`config.mk`:
```
export PLATFORM = sky130hd
export DESIGN_NAME = lp_dir_ctrl
export DESIGN_NICKNAME = d
export VERILOG_FILES = /design/src/rtl/lpd_pkg.sv /design/src/rtl/lpd_lfsr.sv /design/src/rtl/lpd_first_set.sv /design/src/rtl/lpd_entry_store.sv /design/src/rtl/lp_dir_ctrl.sv
export SDC_FILE = /design/constraint.sdc
export NUM_CORES = 1
export LEC_CHECK = 0
export BUFFER_PORTS_ARGS = -buffer_cell sky130_fd_sc_hd__buf_4
export CAP_MARGIN = 20
export CORE_MARGIN = 4
export CORE_UTILIZATION = 35
export DETAILED_ROUTE_END_ITERATION = 6
export PLACE_DENSITY = 0.46
export SLEW_MARGIN = 20
export SYNTH_ARGS = -nofsm -noshare
export SYNTH_HDL_FRONTEND = slang
export SYNTH_HIERARCHICAL = 1
export SYNTH_SLANG_ARGS = --single-unit
export TNS_END_PERCENT = 50
```
`constraint.sdc`:
```
create_clock -name clk -period 12.2 [get_ports clk]
set_clock_uncertainty 0.2 [all_clocks]
set_input_delay 2.44 -clock clk [delete_from_list [all_inputs] [get_ports clk]]
set_output_delay 2.44 -clock clk [all_outputs]
set_load 0.1 [all_outputs]
```
`src/rtl/lpd_pkg.sv`:
```
// Package: shared types for the limited-pointer directory controller.
// Assumes: nothing beyond IEEE 1800-2017.
package lpd_pkg;
    // Transaction engine states.
    typedef enum logic [1:0] {
        ST_IDLE = 2'd0,  // waiting for a request
        ST_INV  = 2'd1,  // invalidate pulse is out
        ST_WAIT = 2'd2,  // waiting for the matching acknowledgement
        ST_GNT  = 2'd3   // grant pulse and directory update
    } eng_state_e;
endpackage

```
`src/rtl/lpd_lfsr.sv`:
```
// Module: free-running pseudorandom victim source.
// Purpose: an 8-bit maximal LFSR advances every cycle. Its value reduced
// modulo the slot count gives the victim slot index.
// Assumes: SLOTS >= 1. There is no per-block replacement state.
module lpd_lfsr #(
    parameter int SLOTS  = 2,
    parameter int SLOT_W = 1
) (
    input  logic              clk,
    input  logic              rst_n,
    output logic [SLOT_W-1:0] victim
);
    localparam int LW = 8;
    localparam logic [LW-1:0] SEED = 8'hA5;
    localparam logic [LW-1:0] SLOTS_L = LW'(SLOTS);

    logic [LW-1:0] lfsr_q;
    logic [LW-1:0] mod_val;

    // Advance the register every cycle (taps 8,6,5,4).
    always_ff @(posedge clk) begin
        if (!rst_n) lfsr_q <= SEED;
        else        lfsr_q <= {lfsr_q[LW-2:0], lfsr_q[7] ^ lfsr_q[5] ^ lfsr_q[4] ^ lfsr_q[3]};
    end

    // Reduce the state to a legal slot index.
    always_comb begin
        mod_val = lfsr_q % SLOTS_L;
        victim  = mod_val[SLOT_W-1:0];
    end

    // the source never locks up in the all-zero state.
    a_r9_lfsr_live: assert property (@(posedge clk) disable iff (!rst_n) lfsr_q != '0);
endmodule

```
`src/rtl/lpd_first_set.sv`:
```
// Module: lowest-index set-bit finder.
// Purpose: picks the next pending invalidation slot and the first free slot.
// Assumes: IW is wide enough to hold N-1.
module lpd_first_set #(
    parameter int N  = 2,
    parameter int IW = 1
) (
    input  logic [N-1:0]  vec,
    output logic [IW-1:0] idx,
    output logic          any
);
    // Scan from the top so that the lowest set bit wins.
    always_comb begin
        idx = '0;
        for (int j = N - 1; j >= 0; j--) begin
            if (vec[j]) idx = IW'(j);
        end
        any = |vec;
    end
endmodule

```
`src/rtl/lpd_entry_store.sv`:
```
// Module: per-block directory storage.
// Purpose: holds the pointer slots, slot valid bits, dirty bit and busy flag
// of every block. It has one combinational read port, one synchronous write
// port, and busy set and clear strobes.
// Assumes: the caller never writes and reads inconsistent blocks in one cycle.
module lpd_entry_store #(
    parameter int NBLK  = 16,
    parameter int NPTR  = 2,
    parameter int PID_W = 4,
    parameter int BLK_W = 4
) (
    input  logic                   clk,
    input  logic                   rst_n,
    input  logic [BLK_W-1:0]       rd_blk,
    output logic [NPTR*PID_W-1:0]  rd_ptr,
    output logic [NPTR-1:0]        rd_vld,
    output logic                   rd_dirty,
    output logic                   rd_busy,
    input  logic                   wr_en,
    input  logic [BLK_W-1:0]       wr_blk,
    input  logic [NPTR*PID_W-1:0]  wr_ptr,
    input  logic [NPTR-1:0]        wr_vld,
    input  logic                   wr_dirty,
    input  logic                   set_busy,
    input  logic                   clr_busy,
    input  logic [BLK_W-1:0]       busy_blk
);
    logic [NPTR*PID_W-1:0] ptr_mem   [NBLK];
    logic [NPTR-1:0]       vld_mem   [NBLK];
    logic [NBLK-1:0]       dirty_mem;
    logic [NBLK-1:0]       busy_mem;
    logic                  wr_dup;

    // Read port: combinational view of one block.
    always_comb begin
        rd_ptr   = ptr_mem[rd_blk];
        rd_vld   = vld_mem[rd_blk];
        rd_dirty = dirty_mem[rd_blk];
        rd_busy  = busy_mem[rd_blk];
    end

    // Write port and reset: entries cleared, then updated at a grant.
    always_ff @(posedge clk) begin
        if (!rst_n) begin
            for (int b = 0; b < NBLK; b++) begin
                ptr_mem[b] <= '0;
                vld_mem[b] <= '0;
            end
            dirty_mem <= '0;
        end else if (wr_en) begin
            ptr_mem[wr_blk]   <= wr_ptr;
            vld_mem[wr_blk]   <= wr_vld;
            dirty_mem[wr_blk] <= wr_dirty;
        end
    end

    // Busy flags: one per block, set on accept and cleared on grant.
    always_ff @(posedge clk) begin
        if (!rst_n)        busy_mem <= '0;
        else if (set_busy) busy_mem[busy_blk] <= 1'b1;
        else if (clr_busy) busy_mem[busy_blk] <= 1'b0;
    end

    // Duplicate detector on write data, for the assertion below.
    always_comb begin
        wr_dup = 1'b0;
        for (int j = 0; j < NPTR; j++) begin
            for (int k = j + 1; k < NPTR; k++) begin
                if (wr_vld[j] && wr_vld[k] &&
                    wr_ptr[j*PID_W +: PID_W] == wr_ptr[k*PID_W +: PID_W])
                    wr_dup = 1'b1;
            end
        end
    end

    // a dirty entry is written with exactly one valid slot.
    a_r6_dirty_single: assert property (@(posedge clk) disable iff (!rst_n)
        (wr_en && wr_dirty) |-> ($countones(wr_vld) == 1));
    // no processor is listed twice in one entry.
    a_r3_no_dup: assert property (@(posedge clk) disable iff (!rst_n)
        wr_en |-> !wr_dup);
    // a block that is already busy is never opened again.
    a_r8_busy_once: assert property (@(posedge clk) disable iff (!rst_n)
        set_busy |-> !busy_mem[busy_blk]);
endmodule

```
`src/rtl/lp_dir_ctrl.sv`:
```
// Module: limited-pointer directory controller (top).
// Purpose: serves read and write requests against per-block sharer slots.
// It invalidates sharers one at a time, waits for each acknowledgement, and
// then grants the request and updates the entry.
// Assumes: acknowledgements arrive only for invalidations this block issued.
// The requester holds req_valid until req_ready is seen.
module lp_dir_ctrl #(
    parameter int NPROC = 16,
    parameter int NPTR  = 2,
    parameter int NBLK  = 16,
    localparam int PID_W  = (NPROC > 1) ? $clog2(NPROC) : 1,
    localparam int BLK_W  = (NBLK > 1) ? $clog2(NBLK) : 1,
    localparam int SLOT_W = (NPTR > 1) ? $clog2(NPTR) : 1
) (
    input  logic             clk,
    input  logic             rst_n,
    input  logic             req_valid,
    input  logic             req_write,
    input  logic [PID_W-1:0] req_pid,
    input  logic [BLK_W-1:0] req_blk,
    output logic             req_ready,
    output logic             inv_valid,
    output logic [PID_W-1:0] inv_pid,
    output logic [BLK_W-1:0] inv_blk,
    input  logic             ack_valid,
    input  logic [PID_W-1:0] ack_pid,
    output logic             gnt_valid,
    output logic             gnt_write,
    output logic [PID_W-1:0] gnt_pid,
    output logic [BLK_W-1:0] gnt_blk
);
    import lpd_pkg::*;

    eng_state_e        state_q, state_d;
    logic              op_wr_q;
    logic [PID_W-1:0]  pid_q;
    logic [BLK_W-1:0]  blk_q;
    logic [NPTR-1:0]   pend_q, pend_d;
    logic [NPTR-1:0]   kill_q;

    logic [BLK_W-1:0]       rd_blk;
    logic [NPTR*PID_W-1:0]  rd_ptr;
    logic [NPTR-1:0]        rd_vld;
    logic                   rd_dirty, rd_busy;
    logic [PID_W-1:0]       cmp_pid;
    logic [NPTR-1:0]        match, hit_now, vld_after, hit_after;
    logic [NPTR-1:0]        acc_mask;
    logic [SLOT_W-1:0]      victim, cur_slot, free_slot;
    logic                   pend_any, free_any, accept, ack_hit;
    logic                   wr_en, wr_dirty;
    logic [NPTR*PID_W-1:0]  wr_ptr;
    logic [NPTR-1:0]        wr_vld;

    // Read the requested block when idle, otherwise the block in progress.
    assign rd_blk  = (state_q == ST_IDLE) ? req_blk : blk_q;
    assign cmp_pid = (state_q == ST_IDLE) ? req_pid : pid_q;

    lpd_entry_store #(.NBLK(NBLK), .NPTR(NPTR), .PID_W(PID_W), .BLK_W(BLK_W)) u_store (
        .clk(clk), .rst_n(rst_n),
        .rd_blk(rd_blk), .rd_ptr(rd_ptr), .rd_vld(rd_vld), .rd_dirty(rd_dirty), .rd_busy(rd_busy),
        .wr_en(wr_en), .wr_blk(blk_q), .wr_ptr(wr_ptr), .wr_vld(wr_vld), .wr_dirty(wr_dirty),
        .set_busy(accept), .clr_busy(wr_en), .busy_blk(rd_blk)
    );

    lpd_lfsr #(.SLOTS(NPTR), .SLOT_W(SLOT_W)) u_lfsr (
        .clk(clk), .rst_n(rst_n), .victim(victim)
    );

    // Per-slot identifier compare against the current requester.
    for (genvar g = 0; g < NPTR; g++) begin : g_cmp
        assign match[g] = (rd_ptr[g*PID_W +: PID_W] == cmp_pid);
    end
    assign hit_now   = rd_vld & match;
    assign vld_after = rd_vld & ~kill_q;
    assign hit_after = vld_after & match;

    lpd_first_set #(.N(NPTR), .IW(SLOT_W)) u_pend_pick (
        .vec(pend_q), .idx(cur_slot), .any(pend_any)
    );
    lpd_first_set #(.N(NPTR), .IW(SLOT_W)) u_free_pick (
        .vec(~vld_after), .idx(free_slot), .any(free_any)
    );

    // Request handshake: open only when idle and the block is not busy.
    assign req_ready = (state_q == ST_IDLE) && !rd_busy;
    assign accept    = req_valid && req_ready;

    // Invalidation set chosen when a request is accepted.
    always_comb begin
        acc_mask = '0;
        if (req_write) begin
            acc_mask = rd_vld & ~hit_now;
        end else if (rd_dirty && !(|hit_now)) begin
            acc_mask = rd_vld;
        end else if (!(|hit_now) && (&rd_vld)) begin
            acc_mask[victim] = 1'b1;
        end
    end

    // Output pulses derived from the engine state.
    assign inv_valid = (state_q == ST_INV);
    assign inv_pid   = rd_ptr[cur_slot*PID_W +: PID_W];
    assign inv_blk   = blk_q;
    assign gnt_valid = (state_q == ST_GNT);
    assign gnt_write = op_wr_q;
    assign gnt_pid   = pid_q;
    assign gnt_blk   = blk_q;
    assign ack_hit   = ack_valid && (ack_pid == inv_pid);

    // Next-state and pending-mask logic of the transaction engine.
    always_comb begin
        state_d = state_q;
        pend_d  = pend_q;
        unique case (state_q)
            ST_IDLE: if (accept) begin
                pend_d  = acc_mask;
                state_d = (|acc_mask) ? ST_INV : ST_GNT;
            end
            ST_INV:  state_d = ST_WAIT;
            ST_WAIT: if (ack_hit) begin
                pend_d[cur_slot] = 1'b0;
                state_d = (|pend_d) ? ST_INV : ST_GNT;
            end
            ST_GNT:  state_d = ST_IDLE;
            default: state_d = ST_IDLE;
        endcase
    end

    // Engine registers: state, pending slots and the latched request.
    always_ff @(posedge clk) begin
        if (!rst_n) begin
            state_q <= ST_IDLE;
            pend_q  <= '0;
            kill_q  <= '0;
            op_wr_q <= 1'b0;
            pid_q   <= '0;
            blk_q   <= '0;
        end else begin
            state_q <= state_d;
            pend_q  <= pend_d;
            if (accept) begin
                kill_q  <= acc_mask;
                op_wr_q <= req_write;
                pid_q   <= req_pid;
                blk_q   <= req_blk;
            end
        end
    end

    // Entry update computed for the grant cycle.
    always_comb begin
        wr_en    = (state_q == ST_GNT);
        wr_ptr   = rd_ptr;
        wr_vld   = vld_after;
        wr_dirty = 1'b0;
        if (op_wr_q) begin
            wr_vld             = '0;
            wr_vld[0]          = 1'b1;
            wr_ptr[PID_W-1:0]  = pid_q;
            wr_dirty           = 1'b1;
        end else if (!(|hit_after) && free_any) begin
            wr_vld[free_slot]                 = 1'b1;
            wr_ptr[free_slot*PID_W +: PID_W]  = pid_q;
        end
    end

    // a clean overflow read opens at most one invalidation.
    a_r4_single_victim: assert property (@(posedge clk) disable iff (!rst_n)
        (accept && !req_write && !rd_dirty) |=> ($countones(pend_q) <= 1));
    // a grant is issued only once no invalidation remains pending.
    a_r5_grant_clean: assert property (@(posedge clk) disable iff (!rst_n)
        gnt_valid |-> (pend_q == '0));
    // a non-matching acknowledgement keeps the engine waiting.
    a_r7_wait_hold: assert property (@(posedge clk) disable iff (!rst_n)
        (state_q == ST_WAIT && !ack_hit) |=> (state_q == ST_WAIT && $stable(pend_q)));
    // a refused request leaves the latched transaction untouched.
    a_r8_refused: assert property (@(posedge clk) disable iff (!rst_n)
        (req_valid && !req_ready && state_q != ST_IDLE) |=> ($stable(blk_q) && $stable(pid_q)));
endmodule

```
==> impl_metrics.toml, run 1 <==
[cells_and_area]
design_area_um2 = 12050
mostFrequentLayoutCells = "168 x and2_1, 160 x edfxtp_1, 57 x buf_4"
fin_nets = 881
most_common_cell_after_layout_fill_and_taps_aside = "and2_1"
n_antenna_cell = 0
layout-area-overhead-vs-synth_pct = 13.94
fin_cells = 1272
layout.filler_cells = 2755
finish.utilization_pct = 40.55
final_layout_size_suffix_gt1_share_pct = 18.48

[global_route]
met1_use_gr_pct = 23.95
via_count_of_the_first_global_routing_pass = 7193
wire_length_of_the_first_global_routing_pass_um = 45390
grt_antenna_before_repair = 1
grt_max_degree = 69
grtUsageMet3_pct = 3.906
grt_use_total_pct = 17.81
busiest_layer = "met2"
met2_usage_pct = 28.33
globalRoute.totalOverflow = 0

[power]
power_switching_share_pct = 39.28
power.net_switching_w = 0.001019
internal_power_w = 0.001575
pwr-share-seq_pct = 32.8
power_density_nw_per_um2 = 215.3
comb_power_share_pct = 38.3
leakagePower_nw = 4.348
vdd.ir_drop.worst_mv = 0.1370
power.clock.fraction_pct = 28.8

[clock_network]
cts_tree = "yes"
max-clock-path-buffers = 3
clock-root-buffer = "clkbuf_16"
hold_buffers = 0
cts.repair.resized = 0
clock_insertion_delay_worst_skew_ps = 520
post-cts-setup-buffer-count = 0
cts_buffers = 25
htree_levels = 1
clock-sinks = 215
cts.clk_slew.worst_paths_ps = 60

[detailed_routing]
number_of_violations_reported_at_the_end_of_detailed_routing_iteration_0 = 681
drt_pass_1_iters = 6
total_number_of_vias = 7044
antenna_violating_nets_post_route = 0
avgRoutedWirePerCell_um = 23.43
drt-total-wl_um = 29800
detail_route.drc_violations = 0
vias_per_cell = 5.538

[setup_path]
arrival_ps = 5290
r2r-end = "u_store/ptr_mem[4][4]$_SDFFCE_PN0P_"
crit_path_end_kind = "output port"
cp.required_ps = 9560
criticalPathCategory = "input pin to output port"
critical_path.startpoint_type = "input pin"
timing.reg2reg.setup_slack_ps = 6740
timing.critical_path.fanout_max = 68
reg2regPathDepth = 13
r2r-start = "state_q[1]$_SDFFE_PN0P_"

[min_path]
hold_end = "u_lfsr/lfsr_q[2]$_SDFF_PN1_"
min_path_cells = 1
hold_path_class = "register to register"
hp-start = "u_lfsr/lfsr_q[1]$_SDFF_PN0_"

[sta]
period_minus_slack_ps = 7927
setup_viol = 0
timing.final.ws_setup_ps = 4273
slew_headroom_pct = 25.44
final_max_slew_viol_count = 0
worst_slew_pin_slew_ps = 1118
min_period_over_period_pct = 64.97
hold_viol_final = 0
total_neg_setup_slack_ps = 0
grt_setup_unrepaired = "false"
fmax_mhz = 126.2

[die]
std_cell_rows = 63
die_area_um2 = 33060
floorplan.io_pins = 37
die_height_um = 181.8
floorplan.initialDensity_pct = 35.59
die_width_um = 181.8
fp.coreArea_um2 = 29720

[yosys]
synth-warning-count = 6
post_synthesis_mean_instance_area_um2 = 12.63
synth_area_um2 = 10580
postSynthNetCount = 854
synthesis.instances = 837

[place]
numPlacedInstances = 1227
io_buffers = 36
place_hpwl_um = 18840
pre_cts_ws_ps = 4034
detailed_place.area_um2 = 11210
globalplace.congestion = 0.8492

[flow_run]
timing.max_cap.violations = 0

[outcome]
result_of_the_run = "finished clean"
-- through the flow --
step	hold WS, ps	total power, W
after detailed placement	202.6	0.001857
final	209.2	0.002594
after CTS	216.6	0.002611
after global placement	189.3	0.001843
after floorplan	186.3	0.001585
after global routing	222.4	0.002714
-- sequential cells by signal, indices dropped and copies added (netlist names), named ones only --
signal,cells
gnt_blk,4
gnt_write,1
u_lfsr/lfsr_q,8
kill_q,2
pend_q,2
gnt_pid,4
u_store/vld_mem,32
u_store/dirty_mem,16
u_store/ptr_mem,128
state_q,2
-- layer usage --
layer	routed length [µm]	vias to the layer above
li1	-	3185
met1	13050	3515
met2	13390	273
met3	2124	71
met4	1236	0
met5	0	-
-- worst max path at each step --
stage / start / cells past startpoint / slack (ps) / end
after floorplan: req_blk[0] / 6 / 4610 / req_ready
after global placement: req_blk[0] / 8 / 4080 / inv_pid[2]
after detailed placement: req_blk[0] / 8 / 4030 / inv_pid[1]
after CTS: req_blk[0] / 8 / 4020 / inv_pid[1]
after global routing: req_blk[0] / 8 / 4150 / inv_pid[1]
final: req_blk[0] / 8 / 4270 / inv_pid[1]
-- power groups by stage --
| stage | logic (W) | registers [W] | clock network, W |
|---|---|---|---|
| 2_1_floorplan | 0.000701 | 0.000884 | 0 |
| 3_3_place_gp | 0.000978 | 0.000865 | 0 |
| 3_5_place_dp | 0.000991 | 0.000867 | 0 |
| 4_1_cts | 0.000995 | 0.000851 | 0.000766 |
| 5_1_grt | 0.00106 | 0.000856 | 0.000798 |
| 6_report | 0.000994 | 0.000852 | 0.000748 |
-- cell type report --
type	count	area [µm²]	share of cell area (%)
clock inverters	8	68.82	0.5711
well taps	390	488.0	4.050
multi-input cells	551	4334	35.97
flip-flops and latches	215	5906	49.01
inverters	13	48.80	0.4050
clock buffers	37	764.5	6.345
repair buffers	58	439.2	3.645
-- critical path: stages --
cell and delay (ps):
buf_4 80, mux2_4 240, buf_6 570, mux4_2 590, a22oi_1 400, nand2_1 220
mux2_2 370, buf_4 250
(Power assumes the default switching activity.)
==> run 2, diff against run 1 <==
PLACE_DENSITY = 0.48   (was 0.46)
clock period = 6.6 ns   (was 12.2 ns; I/O delays follow)
==> run 2 against run 1 <==
Compared with the run above: worst setup slack got worse by 3300 ps; via count fell by 4.6%; clock-buffer cell count fell by 3; clock power rose by 84%; non-clock buffer count did not move; sequential cell count did not move; worst hold slack got worse by 2.8 ps; global-route usage fell by 0.87 points; wire length fell by 6.2%; register-to-register slack got worse by 5400 ps; die area did not move.
==> impl_metrics.toml, run 2 (same netlist as run 1, synthesis figures left out) <==
[detailed_routing]
drt_pass_1_iters = 5
vias_per_cell = 5.282
antenna_violating_nets_post_route = 0
detail_route.drc_violations = 0
number_of_violations_reported_at_the_end_of_detailed_routing_iteration_0 = 511
total_number_of_vias = 6719
drt-total-wl_um = 27940
avgRoutedWirePerCell_um = 21.97

[power]
comb_power_share_pct = 38.4
power.clock.fraction_pct = 28.8
power_density_nw_per_um2 = 399.3
leakagePower_nw = 4.337
totalPowerFinal_w = 0.004808
pwr-share-seq_pct = 32.8
power.net_switching_w = 0.001884
internal_power_w = 0.002924
vdd.ir_drop.worst_mv = 0.2158
power_switching_share_pct = 39.18

[sta]
total_neg_setup_slack_ps = 0
period_minus_slack_ps = 5625
fmax_mhz = 177.8
setup_viol = 0
hold_viol_final = 0
worst_slew_pin_slew_ps = 1033
grt_setup_unrepaired = "false"
final_max_slew_viol_count = 0
slew_headroom_pct = 30.67
min_period_over_period_pct = 85.23
timing.final.ws_setup_ps = 974.8

[die]
fp.coreArea_um2 = 29720
floorplan.initialDensity_pct = 35.59
floorplan.io_pins = 37
die_width_um = 181.8
std_cell_rows = 63
die_height_um = 181.8
die_area_um2 = 33060

[setup_path]
arrival_ps = 4110
critical_path.startpoint_type = "register"
r2r-start = "state_q[1]$_SDFFE_PN0P_"
critPathLaunch = "state_q[1]$_SDFFE_PN0P_"
timing.critical_path.fanout_max = 45
criticalPathCategory = "register to output port"
timing.reg2reg.setup_slack_ps = 1390
reg2regPathDepth = 12
crit_path_end_kind = "output port"
r2r-end = "u_store/ptr_mem[14][2]$_SDFFCE_PN0P_"
cp.required_ps = 5080
setup.worst_path.end = "inv_pid[3]"

[clock_network]
cts.repair.resized = 0
hold_buffers = 0
max-clock-path-buffers = 3
clock-sinks = 215
cts_buffers = 25
cts_tree = "yes"
cts.clk_slew.worst_paths_ps = 50
clock_insertion_delay_worst_skew_ps = 520
post-cts-setup-buffer-count = 0
htree_levels = 1
clock-root-buffer = "clkbuf_16"

[cells_and_area]
mostFrequentLayoutCells = "168 x and2_1, 160 x edfxtp_1, 58 x buf_4"
layout.filler_cells = 2803
top_register = "u_store/ptr_mem"
fin_nets = 881
multi_input_comb_area_um2 = 4338
most_common_cell_after_layout_fill_and_taps_aside = "and2_1"
n_antenna_cell = 0
largestRegisters = "u_store/ptr_mem: 128 flops, u_store/vld_mem: 32 flops, u_store/dirty_mem: 16 flops"
layout-area-overhead-vs-synth_pct = 13.85
final_layout_size_suffix_gt1_share_pct = 18.03
regArea_um2 = 5906
largest_register_ffs = 128

[flow_run]
timing.max_cap.violations = 0

[place]
place_hpwl_um = 17880
pre_cts_ws_ps = 844.8
io_buffers = 36
globalplace.congestion = 0.8141

[global_route]
wire_length_of_the_first_global_routing_pass_um = 43410
via_count_of_the_first_global_routing_pass = 6913
grt_max_degree = 46
grt_use_total_pct = 16.94
globalRoute.totalOverflow = 0
grt_antenna_before_repair = 0

[outcome]
result_of_the_run = "finished clean"

[min_path]
min_path_cells = 1
hold_path_class = "register to register"
## run 2: changes by cell type in the layout (fill, tap and decap cells not counted), moves of 3 or more
cell      before  now
clkbuf_1       2    5
clkbuf_8       7    2
o21ai_0       17   12
o21ai_1       19   22
## run 2: worst min-delay path by stage
stage,from,endpoint
after detailed placement,u_lfsr/lfsr_q[1]$_SDFF_PN0_,u_lfsr/lfsr_q[2]$_SDFF_PN1_
after global routing,u_lfsr/lfsr_q[1]$_SDFF_PN0_,u_lfsr/lfsr_q[2]$_SDFF_PN1_
after floorplan,u_lfsr/lfsr_q[1]$_SDFF_PN0_,u_lfsr/lfsr_q[2]$_SDFF_PN1_
after CTS,u_lfsr/lfsr_q[6]$_SDFF_PN0_,u_lfsr/lfsr_q[7]$_SDFF_PN1_
after global placement,u_lfsr/lfsr_q[6]$_SDFF_PN0_,u_lfsr/lfsr_q[7]$_SDFF_PN1_
final,u_lfsr/lfsr_q[6]$_SDFF_PN0_,u_lfsr/lfsr_q[7]$_SDFF_PN1_
## run 2: routing by layer
metal | global-route usage (%) | wire, µm | vias to the layer above
li1 | - | - | 3194
met1 | 24.41 | 13420 | 3353
met2 | 26.68 | 12690 | 137
met3 | 2.764 | 1191 | 35
met4 | 4.563 | 644 | 0
met5 | 0 | 0 | -
## run 2: metrics by stage
| stage | util [%] | std cells | hold slack [ps] | instance area, µm² |
|---|---|---|---|---|
| after floorplan | - | 837 | 186.3 | 10580 |
| after global placement | 37.69 | 1227 | 189.1 | 11200 |
| after detailed placement | 37.72 | 1227 | 193.7 | 11210 |
| after CTS | 40.49 | 1272 | 206.1 | 12030 |
| after global routing | 40.52 | 1272 | 225.8 | 12040 |
| final | 40.52 | 1272 | 206.4 | 12040 |
## run 2: critical path: stages, from the launching register on
cell and delay, ps:
dfxtp_1 390, nor2_2 430, mux2_4 870, mux4_2 660, a22oi_1 320, nand2_1 260
mux2_2 370, buf_4 250
## run 2: layout make-up
class	instances	area share [%]
Sequential cell	215	49.05
Multi-Input combinational cell	551	36.03
Clock buffer	34	5.996
Tap cell	390	4.053
Timing Repair Buffer	58	3.616
Clock inverter	11	0.8521
Inverter	13	0.4053
## run 2: power groups by stage
| stage | clock [W] | sequential [W] | combinational (W) |
|---|---|---|---|
| 6_report | 0.00138 | 0.00158 | 0.00185 |
| 3_3_place_gp | 0 | 0.00160 | 0.00187 |
| 3_5_place_dp | 0 | 0.00160 | 0.00186 |
| 2_1_floorplan | 0 | 0.00163 | 0.00130 |
| 5_1_grt | 0.00148 | 0.00159 | 0.00199 |
| 4_1_cts | 0.00142 | 0.00158 | 0.00186 |
==> run 3, diff against run 2 <==
GPL_TIMING_DRIVEN = 0   (was unset)
PLACE_DENSITY = 0.46   (was 0.48)
SYNTH_HIERARCHICAL = unset   (was 1)
clock period = 5.26 ns   (was 6.6 ns; I/O delays follow)
==> run 3 against run 2 <==
Compared with the run above: sequential cell count unchanged; register-to-register slack got worse by 910 ps; sequential power increased by 23%; global-route usage increased by 2.7 points; worst hold slack improved by 3.9 ps; wire length increased by 12%.
==> impl_metrics.toml, run 3 <==
[outcome]
result_of_the_run = "finished clean"

[sta]
period_minus_slack_ps = 5000
final_max_slew_viol_count = 0
hold_viol_final = 0
fmax_mhz = 200.0
grt_setup_unrepaired = "false"
timing.final.ws_setup_ps = 259.5
worst_slew_pin_slew_ps = 925.3
slew_headroom_pct = 37.09
setup_viol = 0
finalHoldWorstSlack_ps = 210.4
min_period_over_period_pct = 95.07

[yosys]
synthFlopType = "edfxtp_1"
ys_seq_area_share_pct = 58.21
postSynthNetCount = 875
synthesis.instances = 858
synth_area_um2 = 10150
synth-async-reset-ratio_pct = 0
number_of_flip_flops_and_latches_in_the_synthesized_netlist = 215
edff_count_synth = 160
ys_top_cells_by_count = "160 x edfxtp_1, 95 x nor2_1, 63 x nor2b_1, 63 x o22ai_1, 55 x dfxtp_1"
synth_top_area_share_pct = 47.35
ys_types = 60
yosysMostFrequentCell = "edfxtp_1"
synth-warning-count = 0
post_synthesis_mean_instance_area_um2 = 11.83
yosys.area.top_type = "edfxtp_1"
synth_area_leaders = "edfxtp_1 47%, dfxtp_1 11%, nor2b_1 3.9%"

[die]
die_width_um = 178.3
floorplan.io_pins = 37
fp.coreArea_um2 = 28630
die_height_um = 178.3
die_area_um2 = 31780
std_cell_rows = 62
floorplan.initialDensity_pct = 35.44

[cells_and_area]
top_register = "u_store.ptr_mem"
mostFrequentLayoutCells = "160 x edfxtp_1, 95 x nor2_1, 63 x o22ai_1, 63 x nor2b_1, 55 x dfxtp_1"
final_layout_size_suffix_gt1_share_pct = 24.76
largest_register_ffs = 128
layout.filler_cells = 2749
layout-area-overhead-vs-synth_pct = 17.14
fin_nets = 954
most_common_cell_after_layout_fill_and_taps_aside = "edfxtp_1"
n_antenna_cell = 0
largestRegisters = "u_store.ptr_mem: 128 flops, u_store.vld_mem: 32 flops, u_store.dirty_mem: 16 flops"
design_area_um2 = 11890

[setup_path]
critical_path.startpoint_type = "register"
cp_peak_stage_delay_ps = 830
family_of_cells_with_the_greatest_summed_delay_on_the_critical_path = "multiplexers"
arrival_ps = 3750
timing.critical_path.fanout_max = 10
criticalPathCategory = "register to output port"
critical_path.most_common_cell = "mux2i_1"
cp.required_ps = 4010
crit_slowest_cell = "mux2i_2"
cp_cell_sequence = "buf_6, nor2_4, mux2i_2, buf_2, mux2i_1, mux4_2, mux2i_1, nor2_1, buf_4"
crit_path_end_kind = "output port"
cp_num_buf_inv = 3

[place]
io_buffers = 36
globalplace.congestion = 0.8405
pre_cts_ws_ps = -277.3
detailed_place.area_um2 = 11140
place_hpwl_um = 22620

[global_route]
globalRoute.totalOverflow = 0
grt_antenna_before_repair = 0
grt_use_total_pct = 19.64
grt_max_degree = 13
via_count_of_the_first_global_routing_pass = 6937
wire_length_of_the_first_global_routing_pass_um = 45610

[detailed_routing]
number_of_violations_reported_at_the_end_of_detailed_routing_iteration_0 = 457
drt-total-wl_um = 31310
drt_pass_1_iters = 5
total_number_of_vias = 6936
vias_per_cell = 5.188
antenna_violating_nets_post_route = 0
detail_route.drc_violations = 0
avgRoutedWirePerCell_um = 23.42

[power]
internal_power_w = 0.003755
leakagePower_nw = 4.194
power.clock.fraction_pct = 25.3
vdd.ir_drop.worst_mv = 0.3332
comb_power_share_pct = 44.2
power_switching_share_pct = 41.41
totalPowerFinal_w = 0.006408
power.net_switching_w = 0.002653
pwr-share-seq_pct = 30.5
power_density_nw_per_um2 = 539.2

[clock_network]
post-cts-setup-buffer-count = 0
clock-root-buffer = "clkbuf_16"
cts_buffers = 25
htree_levels = 1
clock_insertion_delay_worst_skew_ps = 520
clock-sinks = 215
max-clock-path-buffers = 3
cts_tree = "yes"
cts.clk_slew.worst_paths_ps = 60
hold_buffers = 0

[min_path]
hold_path_class = "register to register"

[flow_run]
timing.max_cap.violations = 0
==> run 3: metal layers <==
layer  global-route usage, %  vias up  share of wire, %  wire (µm)
li1                        -     3274                 -          -
met5                       0        -                 0          0
met3                   2.247       48               3.8       1181
met4                   5.149        0               2.4        750
met1                   27.87     3446                46      14520
met2                   32.18      168                47      14860
==> run 3: timing repair <==
action | in CTS | in global routing
endpoints found under the setup margin | 0 | 1
endpoints found under the hold margin | 0 | 0
gates resized for setup | 0 | 6
==> run 3: through the flow <==
step	TNS [ps]	utilization, %	std cells
after detailed placement	-2680	38.91	1294
after floorplan	0	-	858
after global routing	0	41.52	1337
final	0	41.52	1337
after CTS	0	41.51	1337
after global placement	-2195	38.07	1278
==> run 3: final cells by class <==
cell class / count / area [µm²] / share of cell area (%)
inverters: 24 / 90.09 / 0.7580
clock buffers: 31 / 668.1 / 5.622
multi-input cells: 557 / 3835 / 32.27
well taps: 384 / 480.5 / 4.043
clock inverters: 12 / 76.32 / 0.6422
repair buffers: 52 / 450.4 / 3.790
plain buffers: 62 / 379.1 / 3.190
flip-flops and latches: 215 / 5906 / 49.69
==> run 3: final timing paths <==
| check | from | to | slack (ps) | cells after the start |
|---|---|---|---|---|
| max | state_q[1]$_SDFFE_PN0P_ | req_ready | 260 | 9 |
| min | u_lfsr.lfsr_q[6]$_SDFF_PN0_ | u_lfsr.lfsr_q[7]$_SDFF_PN1_ | 210 | 1 |
| max reg2reg | gnt_blk[0]$_SDFFE_PN0P_ | u_store.vld_mem[8][0]$_SDFFCE_PN0P_ | 480 | 13 |
| min reg2reg | u_lfsr.lfsr_q[6]$_SDFF_PN0_ | u_lfsr.lfsr_q[7]$_SDFF_PN1_ | 210 | 1 |
==> run 3: cell families (layout without fill, tap and decap cells) <==
kind of cell / after synthesis / in the layout / synth area share (%)
AND/OR/NAND/NOR: 342 / 342 / 18.98
flip-flops: 215 / 215 / 58.21
XOR/XNOR: 16 / 16 / 1.381
multiplexers: 54 / 54 / 7.387
buffers and inverters: 86 / 181 / 4.587
AO/OA/AOI/OAI: 145 / 145 / 9.459
==> run 3: power groups by stage <==
stage               logic (W)  clock network, W  registers (W)
floorplan             0.00198                 0        0.00205
global placement      0.00283                 0        0.00199
detailed placement    0.00285                 0        0.00199
CTS                   0.00286           0.00166        0.00195
global route          0.00301           0.00172        0.00196
finish                0.00283           0.00162        0.00195
==> run 3: worst reg2reg max path, stage by stage (launching register included) <==
cell and delay (ps):
dfxtp_1 480, nand2b_1 330, o21ai_0 650, buf_2 410
a222oi_1 120, nand3_1 130, nand4_1 280, xnor2_1 350
and4_4 260, buf_6 140, nand2_1 70, nor3_2 620
buf_2 370, nor2_1 80
